**src/rtl/dws_pkg.sv**
```systemverilog
package dws_pkg;
    localparam int          BYTE_W    = 8;
    localparam logic [3:0]  DEV_CODE  = 4'b0101;
    localparam logic [7:0]  CMD_POT0  = 8'hA9;
    localparam logic [7:0]  CMD_POT1  = 8'hAA;
    localparam logic [7:0]  CMD_BOTH  = 8'hAF;

    typedef enum logic [3:0] {
        ST_IDLE,
        ST_ADDR,
        ST_CMD,
        ST_WDATA,
        ST_ACK,
        ST_ACKDRV,
        ST_RDATA,
        ST_RACK,
        ST_IGNORE
    } dws_state_e;
endpackage

```
**src/rtl/dws_line_filter.sv**
```systemverilog
module dws_line_filter #(
    parameter int SYNC_STAGES = 2,
    parameter int FILT_LEN    = 4
) (
    input  logic clk,
    input  logic rst_n,
    input  logic line_i,
    output logic line_o
);
    localparam int CW = $clog2(FILT_LEN + 1);

    logic [SYNC_STAGES-1:0] sync_q;
    logic [CW-1:0]          cnt_q;
    logic                   synced;

    assign synced = sync_q[SYNC_STAGES-1];

    always_ff @(posedge clk or negedge rst_n) begin
        if (!rst_n) begin
            sync_q <= '1;
            cnt_q  <= '0;
            line_o <= 1'b1;
        end else begin
            sync_q <= {sync_q[SYNC_STAGES-2:0], line_i};
            if (synced != line_o) begin
                if (cnt_q == CW'(FILT_LEN - 1)) begin
                    line_o <= synced;
                    cnt_q  <= '0;
                end else begin
                    cnt_q <= cnt_q + 1'b1;
                end
            end else begin
                cnt_q <= '0;
            end
        end
    end

    AST_FILT_FOLLOWS: assert property (@(posedge clk) disable iff (!rst_n)
        (line_o != $past(line_o)) |-> ($past(synced) == line_o));
endmodule

```
**src/rtl/dws_bus_events.sv**
```systemverilog
module dws_bus_events (
    input  logic clk,
    input  logic rst_n,
    input  logic scl_f,
    input  logic sda_f,
    output logic scl_rise,
    output logic scl_fall,
    output logic start_c,
    output logic stop_c
);
    logic scl_q, sda_q;

    always_ff @(posedge clk or negedge rst_n) begin
        if (!rst_n) begin
            scl_q <= 1'b1;
            sda_q <= 1'b1;
        end else begin
            scl_q <= scl_f;
            sda_q <= sda_f;
        end
    end

    assign scl_rise = scl_f & ~scl_q;
    assign scl_fall = ~scl_f & scl_q;
    assign start_c  = scl_f & scl_q & sda_q & ~sda_f;
    assign stop_c   = scl_f & scl_q & ~sda_q & sda_f;
endmodule

```
**src/rtl/dual_wiper_slave.sv**
```systemverilog
module dual_wiper_slave
    import dws_pkg::*;
#(
    parameter int SYNC_STAGES = 2,
    parameter int FILT_LEN    = 4
) (
    input  logic                clk,
    input  logic                rst_n,
    input  logic                scl_i,
    input  logic                sda_i,
    input  logic [2:0]          strap_i,
    output logic                sda_oe,
    output logic [BYTE_W-1:0]   wiper0_o,
    output logic [BYTE_W-1:0]   wiper1_o
);
    localparam int BCW = $clog2(BYTE_W);
    localparam logic [BCW-1:0] LAST_BIT = BCW'(BYTE_W - 1);

    logic [1:0] raw_lines, filt_lines;
    logic       scl_f, sda_f, scl_rise, scl_fall, start_c, stop_c;

    assign raw_lines = {scl_i, sda_i};

    for (genvar g = 0; g < 2; g++) begin : g_filt
        dws_line_filter #(.SYNC_STAGES(SYNC_STAGES), .FILT_LEN(FILT_LEN)) u_filt (
            .clk(clk), .rst_n(rst_n), .line_i(raw_lines[g]), .line_o(filt_lines[g]));
    end

    assign scl_f = filt_lines[1];
    assign sda_f = filt_lines[0];

    dws_bus_events u_events (
        .clk(clk), .rst_n(rst_n), .scl_f(scl_f), .sda_f(sda_f),
        .scl_rise(scl_rise), .scl_fall(scl_fall), .start_c(start_c), .stop_c(stop_c));

    dws_state_e             state_q, state_d, ret_q;
    logic [BCW-1:0]         bcnt_q;
    logic [BYTE_W-2:0]      shreg_q;
    logic [BYTE_W-1:0]      byte_in, txreg_q, cmd_q, w0_q, w1_q;
    logic [1:0]             wcnt_q, ridx_q;
    logic                   ack_q, racked_q, byte_done;

    assign byte_in   = {shreg_q, sda_f};
    assign byte_done = scl_rise && (bcnt_q == LAST_BIT);

    // next-state logic
    always_comb begin
        state_d = state_q;
        if (stop_c) begin
            state_d = ST_IDLE;
        end else if (start_c) begin
            state_d = ST_ADDR;
        end else begin
            unique case (state_q)
                ST_IDLE, ST_IGNORE: state_d = state_q;
                ST_ADDR, ST_CMD, ST_WDATA: if (byte_done) state_d = ST_ACK;
                ST_ACK:    if (scl_fall) state_d = ack_q ? ST_ACKDRV : ST_IGNORE;
                ST_ACKDRV: if (scl_fall) state_d = ret_q;
                ST_RDATA:  if (scl_fall && bcnt_q == LAST_BIT) state_d = ST_RACK;
                ST_RACK: begin
                    if (scl_rise && sda_f)          state_d = ST_IGNORE;
                    else if (scl_fall && racked_q)  state_d = ST_RDATA;
                end
                default: state_d = ST_IDLE;
            endcase
        end
    end

    // state register
    always_ff @(posedge clk or negedge rst_n) begin
        if (!rst_n) state_q <= ST_IDLE;
        else        state_q <= state_d;
    end

    // datapath
    always_ff @(posedge clk or negedge rst_n) begin
        if (!rst_n) begin
            bcnt_q   <= '0;
            shreg_q  <= '0;
            txreg_q  <= '1;
            cmd_q    <= '0;
            w0_q     <= '0;
            w1_q     <= '0;
            wcnt_q   <= '0;
            ridx_q   <= '0;
            ack_q    <= 1'b0;
            racked_q <= 1'b0;
            ret_q    <= ST_IDLE;
        end else if (start_c || stop_c) begin
            bcnt_q   <= '0;
            wcnt_q   <= '0;
            ack_q    <= 1'b0;
            racked_q <= 1'b0;
        end else begin
            unique case (state_q)
                ST_ADDR, ST_CMD, ST_WDATA: if (scl_rise) begin
                    shreg_q <= byte_in[BYTE_W-2:0];
                    bcnt_q  <= bcnt_q + 1'b1;
                    if (bcnt_q == LAST_BIT) begin
                        if (state_q == ST_ADDR) begin
                            ack_q <= (byte_in[7:4] == DEV_CODE) && (byte_in[3:1] == strap_i);
                            ret_q <= byte_in[0] ? ST_RDATA : ST_CMD;
                        end else if (state_q == ST_CMD) begin
                            ack_q  <= (byte_in == CMD_POT0) || (byte_in == CMD_POT1) ||
                                      (byte_in == CMD_BOTH);
                            cmd_q  <= byte_in;
                            wcnt_q <= '0;
                            ret_q  <= ST_WDATA;
                        end else begin
                            ack_q  <= 1'b0;
                            ret_q  <= ST_WDATA;
                            if (wcnt_q != 2'd3) wcnt_q <= wcnt_q + 1'b1;
                            case (cmd_q)
                                CMD_POT0: begin
                                    if (wcnt_q == 2'd0) begin w0_q <= byte_in; ack_q <= 1'b1; end
                                    else if (wcnt_q == 2'd1) begin w1_q <= byte_in; ack_q <= 1'b1; end
                                end
                                CMD_POT1: if (wcnt_q == 2'd0) begin w1_q <= byte_in; ack_q <= 1'b1; end
                                CMD_BOTH: if (wcnt_q == 2'd0) begin
                                    w0_q <= byte_in; w1_q <= byte_in; ack_q <= 1'b1;
                                end
                                default: ack_q <= 1'b0;
                            endcase
                        end
                    end
                end
                ST_ACKDRV: if (scl_fall && ret_q == ST_RDATA) begin
                    txreg_q <= w0_q;
                    ridx_q  <= 2'd1;
                    bcnt_q  <= '0;
                end
                ST_RDATA: if (scl_fall) begin
                    bcnt_q  <= bcnt_q + 1'b1;
                    txreg_q <= {txreg_q[BYTE_W-2:0], 1'b1};
                    racked_q <= 1'b0;
                end
                ST_RACK: begin
                    if (scl_rise && !sda_f) racked_q <= 1'b1;
                    if (scl_fall && racked_q) begin
                        racked_q <= 1'b0;
                        txreg_q  <= (ridx_q == 2'd1) ? w1_q : '1;
                        ridx_q   <= 2'd2;
                    end
                end
                default: ;
            endcase
        end
    end

    // outputs
    always_comb begin
        unique case (state_q)
            ST_ACKDRV: sda_oe = 1'b1;
            ST_RDATA:  sda_oe = ~txreg_q[BYTE_W-1];
            default:   sda_oe = 1'b0;
        endcase
    end

    assign wiper0_o = w0_q;
    assign wiper1_o = w1_q;

    AST_OE_SCL_LOW: assert property (@(posedge clk) disable iff (!rst_n)
        (sda_oe != $past(sda_oe)) |-> !scl_f);
    AST_W0_BYTE_EDGE: assert property (@(posedge clk) disable iff (!rst_n)
        (w0_q != $past(w0_q)) |-> ($past(scl_rise) && $past(bcnt_q) == LAST_BIT && $past(state_q) == ST_WDATA));
    AST_W1_BYTE_EDGE: assert property (@(posedge clk) disable iff (!rst_n)
        (w1_q != $past(w1_q)) |-> ($past(scl_rise) && $past(bcnt_q) == LAST_BIT && $past(state_q) == ST_WDATA));
    AST_RESET_ZERO: assert property (@(posedge clk) disable iff (!rst_n)
        $rose(rst_n) |-> (wiper0_o == '0 && wiper1_o == '0 && !sda_oe));
    AST_RACK_ENTRY: assert property (@(posedge clk) disable iff (!rst_n)
        (state_q == ST_RACK && $past(state_q) != ST_RACK) |-> ($past(state_q) == ST_RDATA));
endmodule

```
**config.mk**
```make
export PLATFORM = sky130hd
export DESIGN_NAME = dual_wiper_slave
export DESIGN_NICKNAME = d
export VERILOG_FILES = /design/src/rtl/dws_pkg.sv /design/src/rtl/dws_line_filter.sv /design/src/rtl/dws_bus_events.sv /design/src/rtl/dual_wiper_slave.sv
export SDC_FILE = /design/constraint.sdc
export NUM_CORES = 1
export LEC_CHECK = 0
export BUFFER_PORTS_ARGS = -buffer_cell sky130_fd_sc_hd__buf_4
export CAP_MARGIN = 20
export CORE_AREA = 2 2 90 92
export DETAILED_ROUTE_END_ITERATION = 16
export DIE_AREA = 0 0 92 94
export SKIP_LAST_GASP = 1
export SLEW_MARGIN = 15
export SYNTH_ARGS = -nofsm -noshare
export SYNTH_HDL_FRONTEND = slang
export SYNTH_SLANG_ARGS = --single-unit
```
**constraint.sdc**
```tcl
create_clock -name clk -period 4.29 [get_ports clk]
set_input_delay 0.6435 -clock clk [delete_from_list [all_inputs] [get_ports clk]]
set_output_delay 0.6435 -clock clk [all_outputs]
set_load 0.02 [all_outputs]
```
After elaboration in Yosys (flattened, before gate mapping) --
Cells that the tools add are included.
Storage, ports and cells: bits of input ports 7, logic and storage cells 177, output and inout port bits 17, register bits after elaboration 70
Cells by class: eq/ne operators 42, multiplexer cells 56, bitwise operators 15, add/subtract/negate cells 4, reductions and logical operators 40
Operator list (number):
- 8-bit two-way mux | 7
- 8-bit == test (second input constant) | 6
- 4-bit two-way mux | 9
- 3-bit two-way mux | 10
- 4-bit by 3-bit == test with 1-bit output (second input constant) | 6
- 4-bit case mux with 6 select lines | 1
- 8-bit case mux with 3 select lines | 1
- 4-bit inequality test (second input constant) | 5
- 2-bit two-way mux | 9
- 8-bit case mux with 2 select lines | 1
- 2-bit inequality test (second input constant) | 7
- 1-bit two-way mux | 13
- 3-bit inequality test (second input constant) | 4
- 4-bit AND reduction | 3
- 6-bit AND reduction | 2
- 10-bit AND reduction | 1
- 5-bit AND reduction | 2
- 2-bit nonzero test | 5
- 3-bit by 1-bit adder with 3-bit output (second input constant) | 3
- 3-bit case mux with 3 select lines | 1
- 3-bit AND reduction | 3
- 3-bit nonzero test | 3
- 4-bit by 2-bit == test with 1-bit output (second input constant) | 2
- 1-bit inverter | 8
- 23 further kinds | 45

Depth between registers and ports, before layout --
word-level depth 10, mapped depth 8, mapped depth without buffers 8

Hierarchy --
From an unflattened synthesis, not the netlist that was laid out.
Unflattened totals: cells, all modules 297, area, all modules 3495.9 um^2
By module, submodules not included:
- dual_wiper_slave | cells an instance 265, instances 1, area each 2970.3 um^2
- dws_line_filter | cells an instance 13, instances 2, area each 220.2 um^2
- dws_bus_events | cells an instance 6, instances 1, area each 85.1 um^2

Least setup slack after synthesis --
Ideal clock, no wire load.
path kind flip-flop to flip-flop, from reg g_filt[1].u_filt.line_o, to reg w0_q[0], in the netlist wiper0_o[0], required time 4.165 ns, arrival 1.977 ns, buffers on the path 1, cell stages (with the launch flop) 7, slack 2.188 ns, cells stage by stage dfstp_2 -> buf_4 -> nor2b_2 -> nand4_1 -> nand2b_4 -> nor4_4 -> mux2_2
Between the ends: longest elaborated chain between the ends 6
RTL lines:
- start: declaration | RTL line dws_line_filter.sv:8 | output logic line_o
- start signal: assignment | RTL line dws_line_filter.sv:27 | line_o <= synced;
- 1-bit AND | RTL line dws_bus_events.sv:25, dws_bus_events.sv:26
- 1-bit AND (on tied branches) (2 in a row) | RTL line dws_bus_events.sv:25, dws_bus_events.sv:26
- 1-bit logical OR | RTL line dual_wiper_slave.sv:89 | end else if (start_c || stop_c) begin
- 1-bit inverter (no source line)
- 8-bit AND reduction (no source line) *
- end signal: assignment | RTL line dual_wiper_slave.sv:82 | w0_q <= '0;
- end signal: assignment | RTL line dual_wiper_slave.sv:115 | if (wcnt_q == 2'd0) begin w0_q <= byte_in; ack_q <= 1'b1; end
- end signal: assignment | RTL line dual_wiper_slave.sv:120 | w0_q <= byte_in; w1_q <= byte_in; ack_q <= 1'b1;
- end: declaration | RTL line dual_wiper_slave.sv:39 | logic [BYTE_W-1:0] byte_in, txreg_q, cmd_q, w0_q, w1_q;
Every way passes the cells marked *; elsewhere a longest branch is shown, timed or not. A chain may end at the register's enable or synchronous reset.

Final worst setup path --
from reg state_q[0], to out sda_oe
Between the ends: longest elaborated chain between the ends 2
RTL lines:
- start: declaration | RTL line dual_wiper_slave.sv:36 | dws_state_e state_q, state_d, ret_q;
- start signal: assignment | RTL line dual_wiper_slave.sv:72 | else state_q <= state_d;
- 4-bit by 3-bit == test with 1-bit output | RTL line dual_wiper_slave.sv:152 | unique case (state_q)
- 1-bit case mux with 2 select lines * | RTL line dual_wiper_slave.sv:152
- end: declaration | RTL line dual_wiper_slave.sv:12 | output logic sda_oe,
Marked as above.

==> run metrics <==
status=complete, no violations; Unique masters post-synth=46; syn_area_per_cell=about 11 um^2; Hold Vio Cnt, Final=0; most frequent cell after synthesis=dfrtp_1; largest net degree at the start of global routing=70; vias per cell=about 5.5; vias in the first global route=roughly 2,300; Routed WL=approximately 7100 um; htree depth=3; slew margin rel.=a little over two fifths; CP max stage delay=0.85 ns; Crit. End Element=output port; GPL Wtd Cong=approximately 0.84; max_cap viols=0; Resized cells post-CTS=0; Final Cycle Share=a little under two thirds; Leakage=about 1.7 nW; # diodes=0; synth top area cells=dfrtp_1 39%, dfstp_2 12%, mux2_2 11%; CTS tree=yes; Sink Count=69; Req. time, crit path=around 3.7 ns; element type at the critical path start=register; DRC violations left=0; Worst path slowest cell=dfrtp_1; Post CTS Setup Buffer Count=0; die height=between 90 and 100 um; Area growth syn-to-layout=12.6%; Ports=24; synth warn=0; synth cell count leaders=53 x dfrtp_1, 34 x mux2_2, 30 x nand2_1; r2r worst-path depth=5; area post-placement=roughly 3600 um^2; clk_skew=~0.014 ns; #FFs+latches synth=69; # setup viols final=0; first drt pass iteration count=4; unrepaired setup endpoints after global routing=false; fmax=roughly 370 MHz; layout cell share with drive strength beyond 1=slightly below 30%; DRC marker count from the first detailed-route iteration=approximately 160; # nets final=341; sequential fraction of the synthesis area=51.9%; initial antenna violation count=0; Reg clk slew, reported paths=about 0.07 ns; grt ovf=0; Total Routing Usage GR=~18%; Initial Util=roughly 44%; Post-synth top flop=dfrtp_1; Slew @ Worst Pin=0.844 ns; first-pass GRT wire length=11,900 um; most frequent CP cell=nor2_1; Critical path buffers and inverters=1; Worst Setup Path Type=register to output port; total power=about 1.5 mW; syn_nets=roughly 320; Hold Crit Class=register to register; Rows=32; Port-buffer cells=23; power density cells=approximately 410 nW/um^2; critical path, cell by cell=nor2b_1, nor2_1, nor2_1, buf_4; Die Wd=slightly above 90 um; Arr. time, crit path=between 2 and 2.5 ns; DIE AREA=approximately 8600 um^2; maximum VDD drop=approximately 0.31 mV; CP top delay family=flip-flops; later-pin clock latency in the skew report=approximately 0.35 ns; post-synthesis cell area=approximately 3400 um^2; cell taking the most area after synthesis=dfrtp_1; dpl hpwl=approximately 4900 um; Wirelength per Cell=16.3 um; CP max FO=25; Max Transition Viols Final=0; final instance area=about 3800 um^2; Core ar.=~7600 um^2; vias post-DR=roughly 2,400; Final ANT Viol Nets=0; fin crit period=approximately 2.7 ns; Yosys top cell area share=about two fifths; post-synthesis cell count=a little over 300; Post-synth EDFFs=0; critical path depth=4; CTS Buffer Depth=2; CTS Root Cell=clkbuf_8; cts bufs inserted=9; Post-synth ARST share=100%; setup total negative slack=0 ns; WHS Path Cells=0; Hold-fix buffers, CTS=0
==> layer usage <==
layer	share of wire (%)	wire [um]	up-vias	global-route usage [%]
met2	47	3350	51	28.1
li1	-	-	1138	-
met4	1.3	95	0	5.97
met1	47	3320	1182	24.4
met3	4.2	299	11	3.61
met5	0	0	-	0
==> path summary, 6_finish.rpt <==
kind	start	end	slack, ns
max	state_q[0]	sda_oe	1.55
min	g_filt[1].u_filt.sync_q[0]	g_filt[1].u_filt.sync_q[1]	0.36
max reg2reg	state_q[0]	wiper0_o[0]	1.81
min reg2reg	g_filt[1].u_filt.sync_q[0]	g_filt[1].u_filt.sync_q[1]	0.36
max in group asynchronous	rst_n	shreg_q[5]	3.34
min in group asynchronous	rst_n	bcnt_q[0]	0.40
==> registers in the layout, summed over array words and instances (netlist names) <==
signal / count
cmd_q: 8
txreg_q: 8
wiper0_o: 8
wiper1_o: 8
shreg_q: 7
g_filt.u_filt.cnt_q: 6
g_filt.u_filt.sync_q: 4
state_q: 4
bcnt_q: 3
ret_q: 3
g_filt.u_filt.line_o: 2
ridx_q: 2
wcnt_q: 2
ack_q: 1
racked_q: 1
u_events.scl_q: 1
u_events.sda_q: 1
==> where the power goes <==
part | internal [mW] | leakage (nW) | switching (mW)
Clock | 0.211 | 0.0898 | 0.260
Combinational | 0.111 | 0.691 | 0.124
Sequential | 0.726 | 0.900 | 0.105
==> placed cells by master (no fill, tap or decap), types with 6 or more instances in the layout <==
master    synthesis  layout
nor3_1            7       7
nand3_1           6       6
ha_1              7       7
buf_4             1      24
dfrtp_1          53      53
nor3b_1           6       6
clkbuf_8          0       9
a31oi_1           8       8
a21oi_1          11      11
o221ai_1          7       7
nor2_1           28      28
o21ai_0          15      15
dfstp_2          16      16
nand2_1          30      30
nor2b_1           7       7
mux2_2           34      34
==> logic make-up after synthesis <==
| family | count (synthesis) | synth area share (%) |
|---|---|---|
| and+or+nand+nor | 109 | 17.7 |
| DFF | 69 | 51.9 |
| AOI/OAI and AO/OA | 54 | 10.4 |
| muxes | 39 | 12.9 |
| buffers and inverters | 18 | 2.27 |
| xor gates and xnor gates | 9 | 2.34 |
| adders and majority gates | 7 | 2.60 |
==> worst reg2reg max path: stages (launching register included) <==
cell and delay, ns:
dfrtp_1 0.85, nor2b_1 0.24, nand2_1 0.20, nand2b_4 0.10, nor4_4 0.58, mux2_2 0.40
==> final cells by class <==
class	instances	area [um^2]
fill	714	3820
sequential	69	1750
multi-input combinational	218	1540
timing repair buffer	24	180
tap	102	128
clock buffer	9	124
clock inverter	7	48.8
inverter	5	18.8
==> stage by stage <==
step / setup slack, ns / cells / hold WS [ns] / utilization (%)
after floorplan: 2.19 / 305 / 0.345 / -
final: 1.55 / 434 / 0.357 / 49.8
after detailed placement: 1.79 / 418 / 0.348 / 47.5
after global placement: 1.82 / 418 / 0.347 / 47.5
after CTS: 1.52 / 434 / 0.359 / 49.8
after global routing: 1.39 / 434 / 0.365 / 49.8
Power figures use the tool's default switching activity.
